[config.mk]
export PLATFORM = sky130hd
export DESIGN_NAME = bus_seq_ctrl
export DESIGN_NICKNAME = d
export VERILOG_FILES = /design/src/rtl/seq_ctl_pkg.sv /design/src/rtl/seq_step_counter.sv /design/src/rtl/seq_fetch_decode.sv /design/src/rtl/seq_exec_decode.sv /design/src/rtl/bus_seq_ctrl.sv
export SDC_FILE = /design/constraint.sdc
export NUM_CORES = 1
export LEC_CHECK = 0
export ABC_AREA = 1
export ABC_CLOCK_PERIOD_IN_PS = 2200
export BUFFER_PORTS_ARGS = -buffer_cell sky130_fd_sc_hd__buf_2
export CAP_MARGIN = 20
export CORE_MARGIN = 2
export CORE_UTILIZATION = 40
export CTS_BUF_LIST = sky130_fd_sc_hd__clkbuf_4 sky130_fd_sc_hd__clkbuf_8
export DETAILED_ROUTE_END_ITERATION = 7
export PLACE_DENSITY = 0.83
export SLEW_MARGIN = 20
export SYNTH_ARGS = -nofsm -noshare
export SYNTH_HDL_FRONTEND = slang
export SYNTH_SLANG_ARGS = --single-unit
[constraint.sdc]
create_clock -name clk -period 2.2 [get_ports clk]
set_clock_uncertainty 0.2 [all_clocks]
set_input_delay 0.22 -clock clk [delete_from_list [all_inputs] [get_ports clk]]
set_output_delay 0.22 -clock clk [all_outputs]
set_load 0.02 [all_outputs]
[src/rtl/seq_ctl_pkg.sv]
package seq_ctl_pkg;

  localparam int SRC_N = 7;
  localparam int DST_N = 8;

  // bus driver indices
  localparam int S_PC  = 0;
  localparam int S_R1  = 1;
  localparam int S_R2  = 2;
  localparam int S_MDR = 3;
  localparam int S_Z   = 4;
  localparam int S_IMM = 5;
  localparam int S_OFS = 6;

  // bus load indices
  localparam int D_PC  = 0;
  localparam int D_R1  = 1;
  localparam int D_R2  = 2;
  localparam int D_MAR = 3;
  localparam int D_MDR = 4;
  localparam int D_IR  = 5;
  localparam int D_Y   = 6;
  localparam int D_Z   = 7;

  localparam logic [2:0] OPC_ADDI = 3'd1;
  localparam logic [2:0] OPC_XCHG = 3'd2;
  localparam logic [2:0] OPC_INCM = 3'd3;
  localparam logic [2:0] OPC_CMP  = 3'd4;
  localparam logic [2:0] OPC_LOOP = 3'd5;

  localparam int FETCH_LAST = 3;

  typedef enum logic [2:0] {
    ALU_NOP   = 3'd0,
    ALU_ADD   = 3'd1,
    ALU_SUB   = 3'd2,
    ALU_PASSB = 3'd3,
    ALU_INCB  = 3'd4,
    ALU_DECB  = 3'd5
  } alu_op_e;

  typedef struct packed {
    logic [SRC_N-1:0] src;
    logic [DST_N-1:0] dst;
    alu_op_e          alu;
    logic             rd;
    logic             wr;
    logic             wmfc;
    logic             pc_inc;
    logic             flags_ld;
    logic             fin;
  } ctl_t;

endpackage

[src/rtl/seq_step_counter.sv]
module seq_step_counter #(
  parameter int STEP_W = 4
) (
  input  logic              clk,
  input  logic              rst,
  input  logic              hold,
  input  logic              restart,
  output logic [STEP_W-1:0] step
);

  localparam logic [STEP_W-1:0] FIRST = STEP_W'(1);

  always_ff @(posedge clk) begin
    if (rst)          step <= FIRST;
    else if (hold)    step <= step;
    else if (restart) step <= FIRST;
    else              step <= step + STEP_W'(1);
  end

  AST_STALL_HOLD: assert property (@(posedge clk) disable iff (rst)
    hold |=> (step == $past(step))) else $error("stall moved step");

  AST_RESTART_T1: assert property (@(posedge clk) disable iff (rst)
    (restart && !hold) |=> (step == FIRST)) else $error("END did not restart");

  AST_ADVANCE: assert property (@(posedge clk) disable iff (rst)
    (!restart && !hold) |=> (step == $past(step) + STEP_W'(1))) else $error("step skipped");

  AST_STEP_NONZERO: assert property (@(posedge clk) disable iff (rst)
    step != '0) else $error("step zero");

endmodule

[src/rtl/seq_fetch_decode.sv]
module seq_fetch_decode
  import seq_ctl_pkg::*;
#(
  parameter int STEP_W = 4
) (
  input  logic [STEP_W-1:0] step,
  output ctl_t              ctl
);

  always_comb begin
    ctl = '0;
    case (int'(step))
      1: begin
        ctl.src[S_PC]  = 1'b1;
        ctl.dst[D_MAR] = 1'b1;
        ctl.rd         = 1'b1;
        ctl.pc_inc     = 1'b1;
      end
      2: ctl.wmfc = 1'b1;
      3: begin
        ctl.src[S_MDR] = 1'b1;
        ctl.dst[D_IR]  = 1'b1;
      end
      default: ctl = '0;
    endcase
  end

endmodule

[src/rtl/seq_exec_decode.sv]
module seq_exec_decode
  import seq_ctl_pkg::*;
#(
  parameter int STEP_W = 4,
  parameter int OPC_W  = 3
) (
  input  logic [STEP_W-1:0] step,
  input  logic [OPC_W-1:0]  opcode,
  input  logic              z_zero,
  output ctl_t              ctl
);

  always_comb begin
    ctl = '0;
    case (3'(opcode))
      OPC_ADDI: begin
        case (int'(step))
          4: begin ctl.src[S_R1] = 1'b1; ctl.dst[D_Y] = 1'b1; end
          5: begin ctl.src[S_IMM] = 1'b1; ctl.alu = ALU_ADD; ctl.dst[D_Z] = 1'b1; end
          6: begin ctl.src[S_Z] = 1'b1; ctl.dst[D_R1] = 1'b1; ctl.fin = 1'b1; end
          default: ctl.fin = 1'b1;
        endcase
      end
      OPC_XCHG: begin
        case (int'(step))
          4: begin ctl.src[S_R1] = 1'b1; ctl.alu = ALU_PASSB; ctl.dst[D_Z] = 1'b1; end
          5: begin ctl.src[S_R2] = 1'b1; ctl.dst[D_R1] = 1'b1; end
          6: begin ctl.src[S_Z] = 1'b1; ctl.dst[D_R2] = 1'b1; ctl.fin = 1'b1; end
          default: ctl.fin = 1'b1;
        endcase
      end
      OPC_INCM: begin
        case (int'(step))
          4: begin
            ctl.src[S_R1] = 1'b1; ctl.dst[D_MAR] = 1'b1;
            ctl.rd = 1'b1; ctl.wmfc = 1'b1;
          end
          5: begin ctl.src[S_MDR] = 1'b1; ctl.alu = ALU_INCB; ctl.dst[D_Z] = 1'b1; end
          6: begin
            ctl.src[S_Z] = 1'b1; ctl.dst[D_MDR] = 1'b1;
            ctl.wr = 1'b1; ctl.wmfc = 1'b1;
          end
          default: ctl.fin = 1'b1;
        endcase
      end
      OPC_CMP: begin
        case (int'(step))
          4: begin ctl.src[S_R1] = 1'b1; ctl.dst[D_Y] = 1'b1; end
          default: begin
            ctl.src[S_R2] = 1'b1; ctl.alu = ALU_SUB;
            ctl.flags_ld = 1'b1; ctl.fin = 1'b1;
          end
        endcase
      end
      OPC_LOOP: begin
        case (int'(step))
          4: begin ctl.src[S_R1] = 1'b1; ctl.alu = ALU_DECB; ctl.dst[D_Z] = 1'b1; end
          5: begin ctl.src[S_Z] = 1'b1; ctl.dst[D_R1] = 1'b1; ctl.fin = z_zero; end
          6: begin ctl.src[S_PC] = 1'b1; ctl.dst[D_Y] = 1'b1; end
          7: begin ctl.src[S_OFS] = 1'b1; ctl.alu = ALU_ADD; ctl.dst[D_Z] = 1'b1; end
          default: begin ctl.src[S_Z] = 1'b1; ctl.dst[D_PC] = 1'b1; ctl.fin = 1'b1; end
        endcase
      end
      default: ctl.fin = 1'b1;
    endcase
  end

endmodule

[src/rtl/bus_seq_ctrl.sv]
module bus_seq_ctrl
  import seq_ctl_pkg::*;
#(
  parameter int OPC_W  = 3,
  parameter int STEP_W = 4
) (
  input  logic                   clk,
  input  logic                   rst,
  input  logic [OPC_W-1:0]       opcode,
  input  logic                   mfc,
  input  logic                   z_zero,
  output logic [STEP_W-1:0]      step_num,
  output logic [SRC_N-1:0]       bus_out_en,
  output logic [DST_N-1:0]       reg_in_en,
  output logic [2:0]             alu_op,
  output logic                   mem_rd,
  output logic                   mem_wr,
  output logic                   wait_mfc,
  output logic                   pc_inc,
  output logic                   flags_ld,
  output logic                   end_step
);

  localparam logic [STEP_W-1:0] LAST_FETCH = STEP_W'(FETCH_LAST);

  logic [STEP_W-1:0] step;
  ctl_t              f_ctl;
  ctl_t              x_ctl;
  ctl_t              ctl;
  logic              stall;

  seq_step_counter #(.STEP_W(STEP_W)) u_cnt (
    .clk     (clk),
    .rst     (rst),
    .hold    (stall),
    .restart (ctl.fin),
    .step    (step)
  );

  seq_fetch_decode #(.STEP_W(STEP_W)) u_fetch (
    .step (step),
    .ctl  (f_ctl)
  );

  seq_exec_decode #(.STEP_W(STEP_W), .OPC_W(OPC_W)) u_exec (
    .step   (step),
    .opcode (opcode),
    .z_zero (z_zero),
    .ctl    (x_ctl)
  );

  assign ctl   = (step <= LAST_FETCH) ? f_ctl : x_ctl;
  assign stall = ctl.wmfc && !mfc;

  assign step_num   = step;
  assign bus_out_en = ctl.src;
  assign reg_in_en  = ctl.dst;
  assign alu_op     = ctl.alu;
  assign mem_rd     = ctl.rd;
  assign mem_wr     = ctl.wr;
  assign wait_mfc   = ctl.wmfc;
  assign pc_inc     = ctl.pc_inc;
  assign flags_ld   = ctl.flags_ld;
  assign end_step   = ctl.fin;

  AST_ONE_DRIVER: assert property (@(posedge clk) disable iff (rst)
    $onehot0(bus_out_en)) else $error("bus contention");

  AST_RW_EXCL: assert property (@(posedge clk) disable iff (rst)
    !(mem_rd && mem_wr)) else $error("read with write");

  AST_MAR_STEADY: assert property (@(posedge clk) disable iff (rst)
    (3'(opcode) == OPC_INCM && step >= STEP_W'(5) && step <= STEP_W'(7))
      |-> !reg_in_en[D_MAR]) else $error("MAR reloaded");

  AST_FETCH_NO_END: assert property (@(posedge clk) disable iff (rst)
    (step <= LAST_FETCH) |-> !end_step) else $error("END in fetch");

  AST_WAIT_STALL_OUT: assert property (@(posedge clk) disable iff (rst)
    (stall && $stable(opcode)) |=> (wait_mfc || $changed(opcode) || $changed(z_zero)))
    else $error("wait dropped during stall");

endmodule

==> key figures <==
Worst setup path
  – Worst Reg-to-Reg Cells: 9
  – Critical path data arrival time: between 1.5 and 2 ns
  – Critical Path Start Type: flop
  – Crit end category: primary output
  – Flop2flop setup slack: about 0.57 ns
  – Kind of critical path: flop to primary output
  – CP max-delay cell: dfxtp_2
  – Worst Path Required: between 1.5 and 2 ns
  – R2R Path Start: u_cnt.step[1]
  – CP max stage delay: about 0.33 ns
  – RR Endpoint: u_cnt.step[2]
  – CP cell instances: inv_1 -> ha_2 -> nand3_2 -> or2_1 -> nand3_1 -> nand2_1 -> nand2_2 -> inv_1 -> buf_2
  – Crit-path max FO: 5
  – Most frequent CP cell: inv_1

Floorplan
  – Core Box Area: 1506 sq um
  – Die Wd: ~44 microns
  – Floorplan row count: 14
  – Chip Height: 44.22 microns
  – Die ar.: slightly below 2000 sq um
  – # IOs: 35
  – Initial core utilization: 0.4294

Global route
  – First-pass GRT wire length: between 2000 and 2500 microns
  – Initial antenna violation count: 0
  – Grt ovf: 0
  – All-Layer GR Usage: 0.1540
  – Pin count of the biggest net entering global routing: 11
  – Number of global-route vias before repair: about 600

Routing
  – Drt drc: 0
  – First-pass DRT Iterations: 4
  – Wirelength, routed: 1499 microns
  – DR vias/cell: about 4.7
  – DRT antenna net count: 0
  – Routed WL per cell: slightly above 9 microns
  – Initial DRC count: 11
  – Vias: approximately 780

Timing
  – Slew Viols, Final: 0
  – Min Tclk post-route: just over 2 ns
  – Slew @ Worst Pin: approximately 0.29 ns
  – Final WS setup: 0.1433 ns
  – TNS Setup: 0 ns
  – RSZ-0062 raised after global routing: no
  – Final hold vios: 0
  – Fin crit share: 0.9349
  – Fmax: 486.2 MHz
  – Final setup violation count: 0
  – Slew Limit Headroom: 0.8091

Layout
  – Largest register FFs: 4
  – Layout net count: around 160
  – Layout cell share with drive strength beyond 1: 0.3826
  – Inserted Diodes: 0
  – Layout Utilization: 0.5640
  – Synth-to-Final Area Change: 31.33%
  – Largest regs: u_cnt.step: 4 flops
  – Biggest register: u_cnt.step

Clock network
  – Hold Buf Count CTS: 0
  – Clock Pin Slew Worst Setup and Hold Paths: 0.03 ns
  – H-tree Lvls: 1
  – Sink Count: 4
  – Post-CTS resize count: 0
  – CTS tree: done
  – TritonCTS Buffers: 3
  – CTS root buf: clkbuf_4
  – Clock buffer depth: 2
  – Post-CTS setup buffer count: 0
  – Skew-Pair Late Insertion Delay: 0.23 ns

Power
  – Max IR drop VDD: roughly 0.00052 V
  – Pwr dens: approximately 1000 nW/um^2
  – Leak Pwr: about 0.53 nW

Run status
  – Status: finished clean

Worst hold path
  – Hold Path End: u_cnt.step[1]
  – Hold Path Class: input pin to flop
  – Startpoint of the worst hold path: rst
  – Cell depth of the worst hold path: 4

Logic synthesis
  – Mapped Area: between 600 and 700 sq um
  – Synth top area share: 0.1509
  – Syn Inst Count: between 100 and 150
  – Netlist cell types: 22
  – Ranking of synthesized cells by area: nand2_1, dfxtp_1, inv_1
  – Post-Syn Nets: 127
  – Area leader, netlist: nand2_1
  – Synth warnings: 0
  – Syn Area/Cell: approximately 5.6 sq um
  – Register area share after synthesis: 0.1238
  – Synthesized flop and latch total: 4

Placement
  – Global placer's final weighted congestion: 0.8473
  – DP HPWL: 1264 microns
  – Port bufs: 34
  – Pre-CTS setup slack: roughly 0.31 ns

Run
  – Max-cap violations: 0
[synth_stat cells]
cell type,n
nand2_1,26
o21ai_2,1
a21oi_1,1
inv_1,20
nor2_1,17
nor3_1,5
o22ai_1,1
or2_1,1
nand2_4,1
inv_2,2
nand3_1,8
nand3_2,3
o21ai_0,7
nor2_4,1
o21ai_1,3
ha_1,4
buf_4,3
nor2_2,1
o211ai_1,1
buf_6,1
nand2_2,5
dfxtp_1,4
[power by group]
part	internal, W	total (W)	switching, W	leakage (nW)
clock network	0.0000606	0.0000853	0.0000247	0.0138
registers	0.000104	0.000148	0.0000440	0.0335
logic	0.000202	0.000615	0.000413	0.484
[layout make-up]
type | count | area (sq um)
fill | 163 | 656.9
multi-input combinational | 86 | 470.5
timing repair buffer | 34 | 170.2
sequential | 4 | 83.83
inverter | 22 | 82.58
clock buffer | 3 | 22.52
tap | 16 | 20.02
[critical path: cells and delay by family, from the launching register on]
kind                       cells  cell delay (ns)
adders and majority gates      1             0.20
buffers and inverters          3             0.29
DFF                            1             0.33
and+or+nand+nor                5             0.58
[kinds of logic (layout without fill, tap and decap cells)]
| family | after synthesis | count (layout) | share of synthesized area |
|---|---|---|---|
| adder cells (fa/ha/maj) | 4 | 4 | 0.07737 |
| buffers and inverters | 26 | 59 | 0.1799 |
| flip-flops | 4 | 4 | 0.1238 |
| AND/OR/NAND/NOR | 68 | 68 | 0.4990 |
| AO/OA/AOI/OAI | 14 | 14 | 0.1199 |
[worst max path at each step]
stage | end | depth (start not counted) | startpoint
6_report | end_step | 9 | u_cnt.step[1]
5_1_grt | end_step | 10 | u_cnt.step[1]
4_1_cts | end_step | 10 | u_cnt.step[0]
3_5_place_dp | end_step | 10 | u_cnt.step[0]
3_3_place_gp | end_step | 10 | u_cnt.step[0]
2_1_floorplan | alu_op[1] | 7 | u_cnt.step[0]
[cell usage in the layout, fill, tap and decap left out, types with 2 or more instances in the layout]
| cell type | instances |
|---|---|
| nor3_1 | 5 |
| nand3_1 | 8 |
| buf_2 | 34 |
| inv_2 | 3 |
| o21ai_0 | 7 |
| ha_1 | 2 |
| nand2_2 | 5 |
| nand3_4 | 2 |
| dfxtp_2 | 3 |
| nand2_1 | 26 |
| clkbuf_4 | 3 |
| ha_2 | 2 |
| o21ai_1 | 3 |
| nor2_1 | 17 |
| inv_1 | 19 |
[stage by stage]
stage / cell area (sq um) / instances / hold WS [ns] / total power (W)
6_report: 849.6 / 165 / 0.06990 / 0.0008485
3_5_place_dp: 803.3 / 162 / 0.3144 / 0.0007422
5_1_grt: 849.6 / 165 / 0.1060 / 0.0009201
2_1_floorplan: 646.9 / 116 / 0.2049 / 0.0006017
4_1_cts: 825.8 / 165 / 0.07277 / 0.0008349
3_3_place_gp: 803.3 / 162 / 0.3226 / 0.0007354
[metal layers]
metal | share of wire | up-vias | track usage
met5 | 0 | - | 0
met4 | 0 | 0 | 0.06667
met3 | 0.059 | 0 | 0.008163
met2 | 0.51 | 21 | 0.2529
met1 | 0.43 | 333 | 0.2084
li1 | - | 423 | -
(Power assumes the default switching activity.)
